File: src/rtl/guard_pkg.sv
package guard_pkg;
  localparam logic [7:0] BYTE_TRAP  = 8'hF0;
  localparam logic [7:0] BYTE_ION   = 8'hF1;
  localparam logic [7:0] BYTE_FORCE = 8'hF2;

  typedef enum logic [2:0] {
    ACT_IDLE,
    ACT_PLAIN,
    ACT_ARM,
    ACT_DISARM,
    ACT_BLOCKED
  } act_e;
endpackage

File: src/rtl/guard_quota.sv
module guard_quota #(
  parameter int QUOTA = 15,
  parameter int W     = $clog2(QUOTA + 1)
) (
  input  logic         clk_i,
  input  logic         rst_ni,
  input  logic         take_i,
  output logic [W-1:0] left_o
);
  always_ff @(posedge clk_i or negedge rst_ni) begin
    if (!rst_ni)                  left_o <= W'(QUOTA);
    else if (take_i && left_o != '0) left_o <= left_o - 1'b1;
  end

  AST_QUOTA_NO_UNDERFLOW: assert property (@(posedge clk_i) disable iff (!rst_ni)
    take_i |-> left_o != '0);
  AST_QUOTA_NO_RISE: assert property (@(posedge clk_i) disable iff (!rst_ni)
    1'b1 |=> left_o <= $past(left_o));
endmodule

File: src/rtl/guard_window.sv
module guard_window #(
  parameter int LEN = 100,
  parameter int W   = $clog2(LEN + 1)
) (
  input  logic clk_i,
  input  logic rst_ni,
  input  logic fire_i,
  input  logic fire_team_i,
  output logic active_o,
  output logic owner_o
);
  logic [W-1:0] cnt_q;

  always_ff @(posedge clk_i or negedge rst_ni) begin
    if (!rst_ni) begin
      cnt_q   <= '0;
      owner_o <= 1'b0;
    end else if (fire_i) begin
      cnt_q   <= W'(LEN);
      owner_o <= fire_team_i;
    end else if (cnt_q != '0) begin
      cnt_q <= cnt_q - 1'b1;
    end
  end

  assign active_o = cnt_q != '0;

  AST_WIN_OPENS: assert property (@(posedge clk_i) disable iff (!rst_ni)
    fire_i |=> active_o && owner_o == $past(fire_team_i));
  AST_WIN_BOUND: assert property (@(posedge clk_i) disable iff (!rst_ni)
    cnt_q <= W'(LEN));
endmodule

File: src/rtl/guard_classify.sv
module guard_classify
  import guard_pkg::*;
#(
  parameter int STALL_W      = 20,
  parameter int ARM_STALL    = 100,
  parameter int HIT_STALL    = 1000000,
  parameter int FORCE_STALL  = 100,
  parameter int STRIKE_STALL = 300
) (
  input  logic               valid_i,
  input  logic               prot_i,
  input  logic [7:0]         wdata_i,
  input  logic [7:0]         cur_i,
  input  logic               trap_avail_i,
  input  logic               strike_avail_i,
  input  logic               win_hit_i,
  output act_e               act_o,
  output logic               take_trap_o,
  output logic               strike_o,
  output logic               commit_o,
  output logic [STALL_W-1:0] stall_o
);
  logic               armed;
  logic [STALL_W-1:0] base;

  assign armed = cur_i == BYTE_TRAP && !prot_i;

  always_comb begin
    act_o       = ACT_IDLE;
    take_trap_o = 1'b0;
    strike_o    = 1'b0;
    base        = '0;
    if (valid_i) begin
      if (armed) begin
        if (wdata_i == BYTE_FORCE) begin
          act_o = ACT_DISARM;
          base  = STALL_W'(FORCE_STALL);
        end else begin
          act_o = ACT_BLOCKED;
        end
      end else if (wdata_i == BYTE_TRAP && !prot_i && trap_avail_i) begin
        act_o       = ACT_ARM;
        take_trap_o = 1'b1;
        base        = STALL_W'(ARM_STALL);
      end else begin
        act_o    = ACT_PLAIN;
        strike_o = wdata_i == BYTE_ION && strike_avail_i;
      end
    end
  end

  // trapped-write stall overrides everything; others add the window penalty
  always_comb begin
    commit_o = valid_i && act_o != ACT_BLOCKED;
    if (act_o == ACT_BLOCKED)      stall_o = STALL_W'(HIT_STALL);
    else if (valid_i && win_hit_i) stall_o = base + STALL_W'(STRIKE_STALL);
    else                           stall_o = base;
  end
endmodule

File: src/rtl/store_guard.sv
module store_guard
  import guard_pkg::*;
#(
  parameter int ADDR_W       = 32,
  parameter int PROT_LG      = 22,
  parameter int CORE_W       = 2,
  parameter int TRAP_QUOTA   = 15,
  parameter int STRIKE_QUOTA = 30,
  parameter int WIN_LEN      = 100,
  parameter int ARM_STALL    = 100,
  parameter int HIT_STALL    = 1000000,
  parameter int FORCE_STALL  = 100,
  parameter int STRIKE_STALL = 300,
  localparam int TQ_W    = $clog2(TRAP_QUOTA + 1),
  localparam int SQ_W    = $clog2(STRIKE_QUOTA + 1),
  localparam int SUM_A   = ARM_STALL + STRIKE_STALL,
  localparam int SUM_F   = FORCE_STALL + STRIKE_STALL,
  localparam int MAX_AF  = SUM_A > SUM_F ? SUM_A : SUM_F,
  localparam int MAX_ST  = MAX_AF > HIT_STALL ? MAX_AF : HIT_STALL,
  localparam int STALL_W = $clog2(MAX_ST + 1)
) (
  input  logic                clk_i,
  input  logic                rst_ni,
  input  logic                st_valid_i,
  input  logic [CORE_W-1:0]   st_core_i,
  input  logic                st_team_i,
  input  logic [ADDR_W-1:0]   st_addr_i,
  input  logic [7:0]          st_wdata_i,
  input  logic [7:0]          st_cur_i,
  output logic                commit_o,
  output logic [CORE_W-1:0]   stall_core_o,
  output logic [STALL_W-1:0]  stall_cycles_o,
  output logic [2*TQ_W-1:0]   trap_left_o,
  output logic [2*SQ_W-1:0]   strike_left_o
);
  localparam int TEAMS = 2;

  logic            prot, half;
  logic [TQ_W-1:0] trap_cnt   [TEAMS];
  logic [SQ_W-1:0] strike_cnt [TEAMS];
  logic            win_act    [TEAMS];
  logic            win_own    [TEAMS];
  logic            win_hit, take_trap, strike;
  act_e            act;

  assign prot = &st_addr_i[ADDR_W-1:PROT_LG];
  assign half = st_addr_i[ADDR_W-1];
  assign win_hit = win_act[half] && win_own[half] != st_team_i;

  guard_classify #(
    .STALL_W(STALL_W), .ARM_STALL(ARM_STALL), .HIT_STALL(HIT_STALL),
    .FORCE_STALL(FORCE_STALL), .STRIKE_STALL(STRIKE_STALL)
  ) u_classify (
    .valid_i       (st_valid_i),
    .prot_i        (prot),
    .wdata_i       (st_wdata_i),
    .cur_i         (st_cur_i),
    .trap_avail_i  (trap_cnt[st_team_i] != '0),
    .strike_avail_i(strike_cnt[st_team_i] != '0),
    .win_hit_i     (win_hit),
    .act_o         (act),
    .take_trap_o   (take_trap),
    .strike_o      (strike),
    .commit_o      (commit_o),
    .stall_o       (stall_cycles_o)
  );

  for (genvar t = 0; t < TEAMS; t++) begin : g_team
    guard_quota #(.QUOTA(TRAP_QUOTA), .W(TQ_W)) u_trap_q (
      .clk_i, .rst_ni,
      .take_i(take_trap && st_team_i == 1'(t)),
      .left_o(trap_cnt[t])
    );
    guard_quota #(.QUOTA(STRIKE_QUOTA), .W(SQ_W)) u_strike_q (
      .clk_i, .rst_ni,
      .take_i(strike && st_team_i == 1'(t)),
      .left_o(strike_cnt[t])
    );
    assign trap_left_o[t*TQ_W +: TQ_W]   = trap_cnt[t];
    assign strike_left_o[t*SQ_W +: SQ_W] = strike_cnt[t];
  end

  for (genvar h = 0; h < TEAMS; h++) begin : g_half
    guard_window #(.LEN(WIN_LEN)) u_win (
      .clk_i, .rst_ni,
      .fire_i     (strike && half == 1'(h)),
      .fire_team_i(st_team_i),
      .active_o   (win_act[h]),
      .owner_o    (win_own[h])
    );
  end

  assign stall_core_o = st_core_i;

  AST_TRAPPED_BLOCKS: assert property (@(posedge clk_i) disable iff (!rst_ni)
    st_valid_i && st_cur_i == BYTE_TRAP && !prot && st_wdata_i != BYTE_FORCE
    |-> !commit_o && stall_cycles_o == STALL_W'(HIT_STALL));
  AST_BLOCKED_NO_QUOTA: assert property (@(posedge clk_i) disable iff (!rst_ni)
    act == ACT_BLOCKED |=> $stable(trap_left_o) && $stable(strike_left_o));
  AST_PROT_NO_ARM: assert property (@(posedge clk_i) disable iff (!rst_ni)
    st_valid_i && prot |=> $stable(trap_left_o));
  AST_IDLE_QUIET: assert property (@(posedge clk_i) disable iff (!rst_ni)
    !st_valid_i |-> !commit_o && stall_cycles_o == '0 ##1 $stable(trap_left_o) && $stable(strike_left_o));
endmodule

File: config.mk
export PLATFORM = sky130hd
export DESIGN_NAME = store_guard
export DESIGN_NICKNAME = d
export VERILOG_FILES = /design/src/rtl/guard_pkg.sv /design/src/rtl/guard_quota.sv /design/src/rtl/guard_window.sv /design/src/rtl/guard_classify.sv /design/src/rtl/store_guard.sv
export SDC_FILE = /design/constraint.sdc
export NUM_CORES = 1
export LEC_CHECK = 0
export ABC_AREA = 1
export CAP_MARGIN = 20
export CORE_MARGIN = 4
export CORE_UTILIZATION = 49
export DETAILED_ROUTE_END_ITERATION = 7
export GPL_TIMING_DRIVEN = 0
export HOLD_SLACK_MARGIN = 0.15
export PLACE_DENSITY = 0.91
export SLEW_MARGIN = 40
export SYNTH_ARGS = -nofsm -noshare
export SYNTH_HDL_FRONTEND = slang
export SYNTH_HIERARCHICAL = 1
export SYNTH_SLANG_ARGS = --single-unit
File: constraint.sdc
create_clock -name clk_i -period 5.3 [get_ports clk_i]
set_clock_uncertainty 0.15 [all_clocks]
set_input_delay 0.795 -clock clk_i [delete_from_list [all_inputs] [get_ports clk_i]]
set_output_delay 0.795 -clock clk_i [all_outputs]
set_load 0.01 [all_outputs]
* After elaboration in Yosys (flattened, before gate mapping)
Cells that the tools add are included.
Storage, ports and cells: register bits after elaboration 34, bits in latches 0, memory bits (writable) 0, memory bits (read-only) 0, output and inout port bits 41, logic and storage cells 89, memories 0
Cells by class: $add $sub $neg 7, multiply operators 0, div/mod/pow operators 0, $lt $le $gt $ge 2, eq/ne operators 7, shifts and indexed selects 0, muxes and demuxes 32, bitwise operators 4, reduce and logical (&&, ||, !) cells 29
Operators by type and width (count):
- $mux 20 | 4
- $mux 7 | 6
- $eq 8x8->1 const B | 4
- $add 20x9->20 const B | 1
- $logic_and 1x1->1 | 17
- $mux 5 | 3
- $reduce_bool 5->1 | 3
- $reduce_bool 7->1 | 2
- $sub 7x1->7 const B | 2
- $mux 1 | 12
- $mux 4 | 3
- $reduce_bool 4->1 | 3
- $reduce_and 10->1 | 1
- $sub 5x1->5 const B | 2
- $mux 3 | 3
- $sub 4x1->4 const B | 2
- $ge 2x2->1 const B | 2
- $not 1->2 | 2
- $reduce_bool 2->1 | 2
- $eq 3x3->1 const B | 1
- $ne 3x3->1 const B | 1
- $mux 2 | 1
- $not 1->1 | 2
- $logic_not 1->1 | 1
- $ne 1x1->1 | 1

* Logic depth before layout (Yosys ltp)
depth in word-level cells 12, gate-level depth with buffers 17

* By module
The synthesis kept the hierarchy.
By module, submodules not included:
- guard_window | times used 2, cells each 53, area each 425.4 um^2, seq. area each 200.2 um^2
- guard_quota at g_team[0].u_strike_q ... | times used 2, cells each 44, area each 311.5 um^2, seq. area each 130.1 um^2
- guard_quota at g_team[0].u_trap_q ... | times used 2, cells each 32, area each 234.0 um^2, seq. area each 105.1 um^2
- guard_classify | times used 1, cells each 72, area each 396.6 um^2, seq. area each 0.0 um^2
- store_guard | times used 1, cells each 51, area each 216.5 um^2, seq. area each 0.0 um^2

* Worst setup path before layout
Ideal clock, no wire load.
path kind in2out, start input port st_team_i, end output port stall_cycles_o[5], arrival 2.186 ns, required time 4.355 ns, slack 2.169 ns, stages on the path 16, path through buf_4 > inv_1 > nor2_1 > nand2_1 > nand2_1 > inv_1 > nand2_1 > nor2_1 > nand3_1 > nand2_1 > nand3_1 > ha_1 > inv_1 > nand2_1 > inv_1 > buf_4
On the way: cells in the longest elaborated chain, start to end 12
RTL lines:
- from (decl) | line store_guard.sv:26 | input logic st_team_i,
- $not 1->2 (implied by the code) | line store_guard.sv:58 | .trap_avail_i (trap_cnt[st_team_i] != '0),
- $mux 4 (implied by the code) (3 in series) | line store_guard.sv:58
- $reduce_bool 4->1 | line store_guard.sv:58
- $logic_and 1x1->1 | line guard_classify.sv:41 | end else if (wdata_i == BYTE_TRAP && !prot_i && trap_avail_i) begin
- $mux 7 | line guard_classify.sv:41
- $mux 20 | line guard_classify.sv:34 | if (armed) begin
- $mux 20 | line guard_classify.sv:33 | if (valid_i) begin
- $add 20x9->20 | line guard_classify.sv:56 | else if (valid_i && win_hit_i) stall_o = base + STALL_W'(STRIKE_STALL);
- $mux 20 | line guard_classify.sv:56
- $mux 20 (*) | line guard_classify.sv:55 | if (act_o == ACT_BLOCKED) stall_o = STALL_W'(HIT_STALL);
- to (decl) | line store_guard.sv:32 | output logic [STALL_W-1:0] stall_cycles_o,
Every way passes the cells marked *; elsewhere a longest branch is shown, timed or not. The select of a mux whose other input is x is not followed.

* Final worst setup path
Same ends and word-level chain as after synthesis.

==> summary.txt <==
Place
  • Cells after DPL: 515
  • Placed Area: 3303 um2
  • RePlAce Congestion: 0.8682
  • Count of buffers from port buffering: 63
  • Hpwl dp: 4858 um

Die
  • Rows: 25
  • Die W: 80.05 um
  • # IOs: 95
  • Initial Util: 0.5213
  • Die H: 80.05 um
  • Core Region: 4880 um2
  • Die Area: 6408 um2

Clock tree
  • Clock-pin slew on the worst setup and hold paths: 70 ps
  • Post-CTS Setup Bufs: 0
  • Root Driver: clkbuf_8
  • H-Tree Depth: 2
  • Worst-skew pair later-pin latency: 290 ps
  • CTS sink cnt: 34
  • CTS max path bufs: 2
  • CTS Buf Count: 5
  • CTS resizes: 0
  • Hold buffer count at CTS: 0
  • CTS tree: built

GRT
  • Largest net degree at the start of global routing: 20
  • GRT overflow: 0
  • Vias in the first global route: 2394
  • Antenna violations before repair: 0
  • First-pass GRT wire length: 10370 um
  • GRT Resource Usage Total: 0.2015

STA
  • Unrepaired setup endpoints after global routing: no
  • Setup TNS: 0 ps
  • Endpoints failing setup: 0
  • Tmin final: 4307 ps
  • Fin. max-slew vios: 0
  • Final Hold Vio Count: 0
  • Period Utilization, post-route: 0.8127
  • Max Freq: 0.2322 GHz

Pwr
  • Clk pwr share: 0.242
  • Sw Share: 0.3437
  • Internal power: 0.4955 mW
  • PwrDens: 223.0 nW/um2
  • P_leak: 1.688 nW
  • Seq pwr share: 0.474
  • Peak supply drop: 0.1769 mV
  • Logic pwr share: 0.283
  • Switch Pwr: 0.2596 mW

Detailed routing
  • WL/cell: 11.49 um
  • Iter 0 DRT Violations: 133
  • Vias post-DR: 2477
  • DRC: 0
  • Post-DRT Antenna Nets: 0
  • Drt pass-1 iters: 4
  • Total Wirelength: 6010 um
  • Drt via density: 4.736

Finish
  • Share of cells above drive strength 1: 0.1623
  • Layout Nets: 520
  • Fillers: 393
  • Antenna diodes: 0
  • Post-Route Utilization: 0.6938
  • Multi-input combinational cell area: 1320 um2
  • Register area: 870.8 um2
  • Synthesis-to-layout area growth: 33.10%
  • Post-route insts no fill: 523
  • Post-route cell area: 3386 um2

Logic synthesis
  • Yosys warns: 6
  • Mapped Avg Cell Area: 6.729 um2
  • Synthesized area: 2544 um2
  • Post-Syn Instances: 378

Worst setup path
  • R2r setup slk: 2810 ps
  • RR Startpoint: g_team[1].u_strike_q/left_o[2]
  • Arrival @ worst endpoint: 3360 ps
  • Req. time, crit path: 4360 ps
  • WS Path Type: in2out
  • Critical Path Fanout Max: 9
  • CP Capture Type: output port
  • Depth of the worst register-to-register path: 12
  • Worst r2r dst: g_half[0].u_win/cnt_q[0]
  • Nature of the critical path startpoint: input port

Run status
  • Status: finished, final reports clean

Flow run
  • Max-capacitance violation count: 0

Min path
  • Hold Crit Class: in2async
metal layers:
| metal | up-vias | track usage | share of wire |
|---|---|---|---|
| met1 | 1106 | 0.2315 | 0.40 |
| li1 | 1276 | - | - |
| met4 | 0 | 0.07264 | 0.020 |
| met5 | - | 0 | 0 |
| met2 | 84 | 0.3593 | 0.50 |
| met3 | 11 | 0.05045 | 0.071 |
power by group through the flow:
| stage | logic, mW | registers [mW] | clock network (mW) |
|---|---|---|---|
| after floorplan | 0.153 | 0.352 | 0 |
| after global placement | 0.202 | 0.359 | 0 |
| after detailed placement | 0.215 | 0.363 | 0 |
| after CTS | 0.216 | 0.359 | 0.188 |
| after global routing | 0.247 | 0.368 | 0.202 |
| final | 0.214 | 0.358 | 0.183 |
cell usage in the layout (no fill, tap or decap), types with 11 or more instances in the layout:
master	count
ha_1	11
nand2_1	127
dfrtp_1	18
nor2_1	41
nor2_2	13
buf_4	17
inv_1	64
dfstp_2	16
clkdlybuf4s50_1	62
nand3_1	30
critical path: stages:
cell,delay [ps]
clkdlybuf4s50_1,480
buf_4,210
inv_1,100
nor2_1,60
nand2_1,60
nand2_1,50
inv_1,40
nand2_1,50
nor2_1,130
nand3_1,120
nand2_1,100
nand3_1,70
ha_1,310
inv_1,60
nand2_1,50
inv_1,70
buf_4,100
clkdlybuf4s50_1,520
flip-flops by register name, indices dropped and copies added, names as in the netlist:
name / cells
g_team.u_strike_q/left_o: 10
g_half.u_win/owner_o: 2
g_half.u_win/cnt_q: 14
g_team.u_trap_q/left_o: 8
worst max-delay path by stage:
| stage | startpoint | endpoint | slack, ps |
|---|---|---|---|
| finish | st_team_i | stall_cycles_o[5] | 990 |
| floorplan | st_team_i | stall_cycles_o[5] | 2190 |
| CTS | st_team_i | stall_cycles_o[5] | 1000 |
| global placement | st_team_i | stall_cycles_o[5] | 1070 |
| global route | st_team_i | stall_cycles_o[5] | 780 |
| detailed placement | st_team_i | stall_cycles_o[5] | 1030 |
cell type report:
class,instances,share of cell area
buffer,17,0.03769
clock buffer,6,0.02143
clock inverter,2,0.002956
inverter,66,0.07317
multi-input combinational,267,0.3899
sequential,34,0.2572
tap,67,0.02476
timing repair buffer,64,0.1929
through the flow:
stage	power, mW	worst slack [ps]	hold slack, ps
floorplan	0.5053	2193	291.9
global placement	0.5608	1071	303.7
detailed placement	0.5775	1030	324.3
CTS	0.7634	1001	278.1
global route	0.8162	778.2	287.5
finish	0.7551	992.5	272.3
Note: power is estimated with default switching activity, not from simulation.
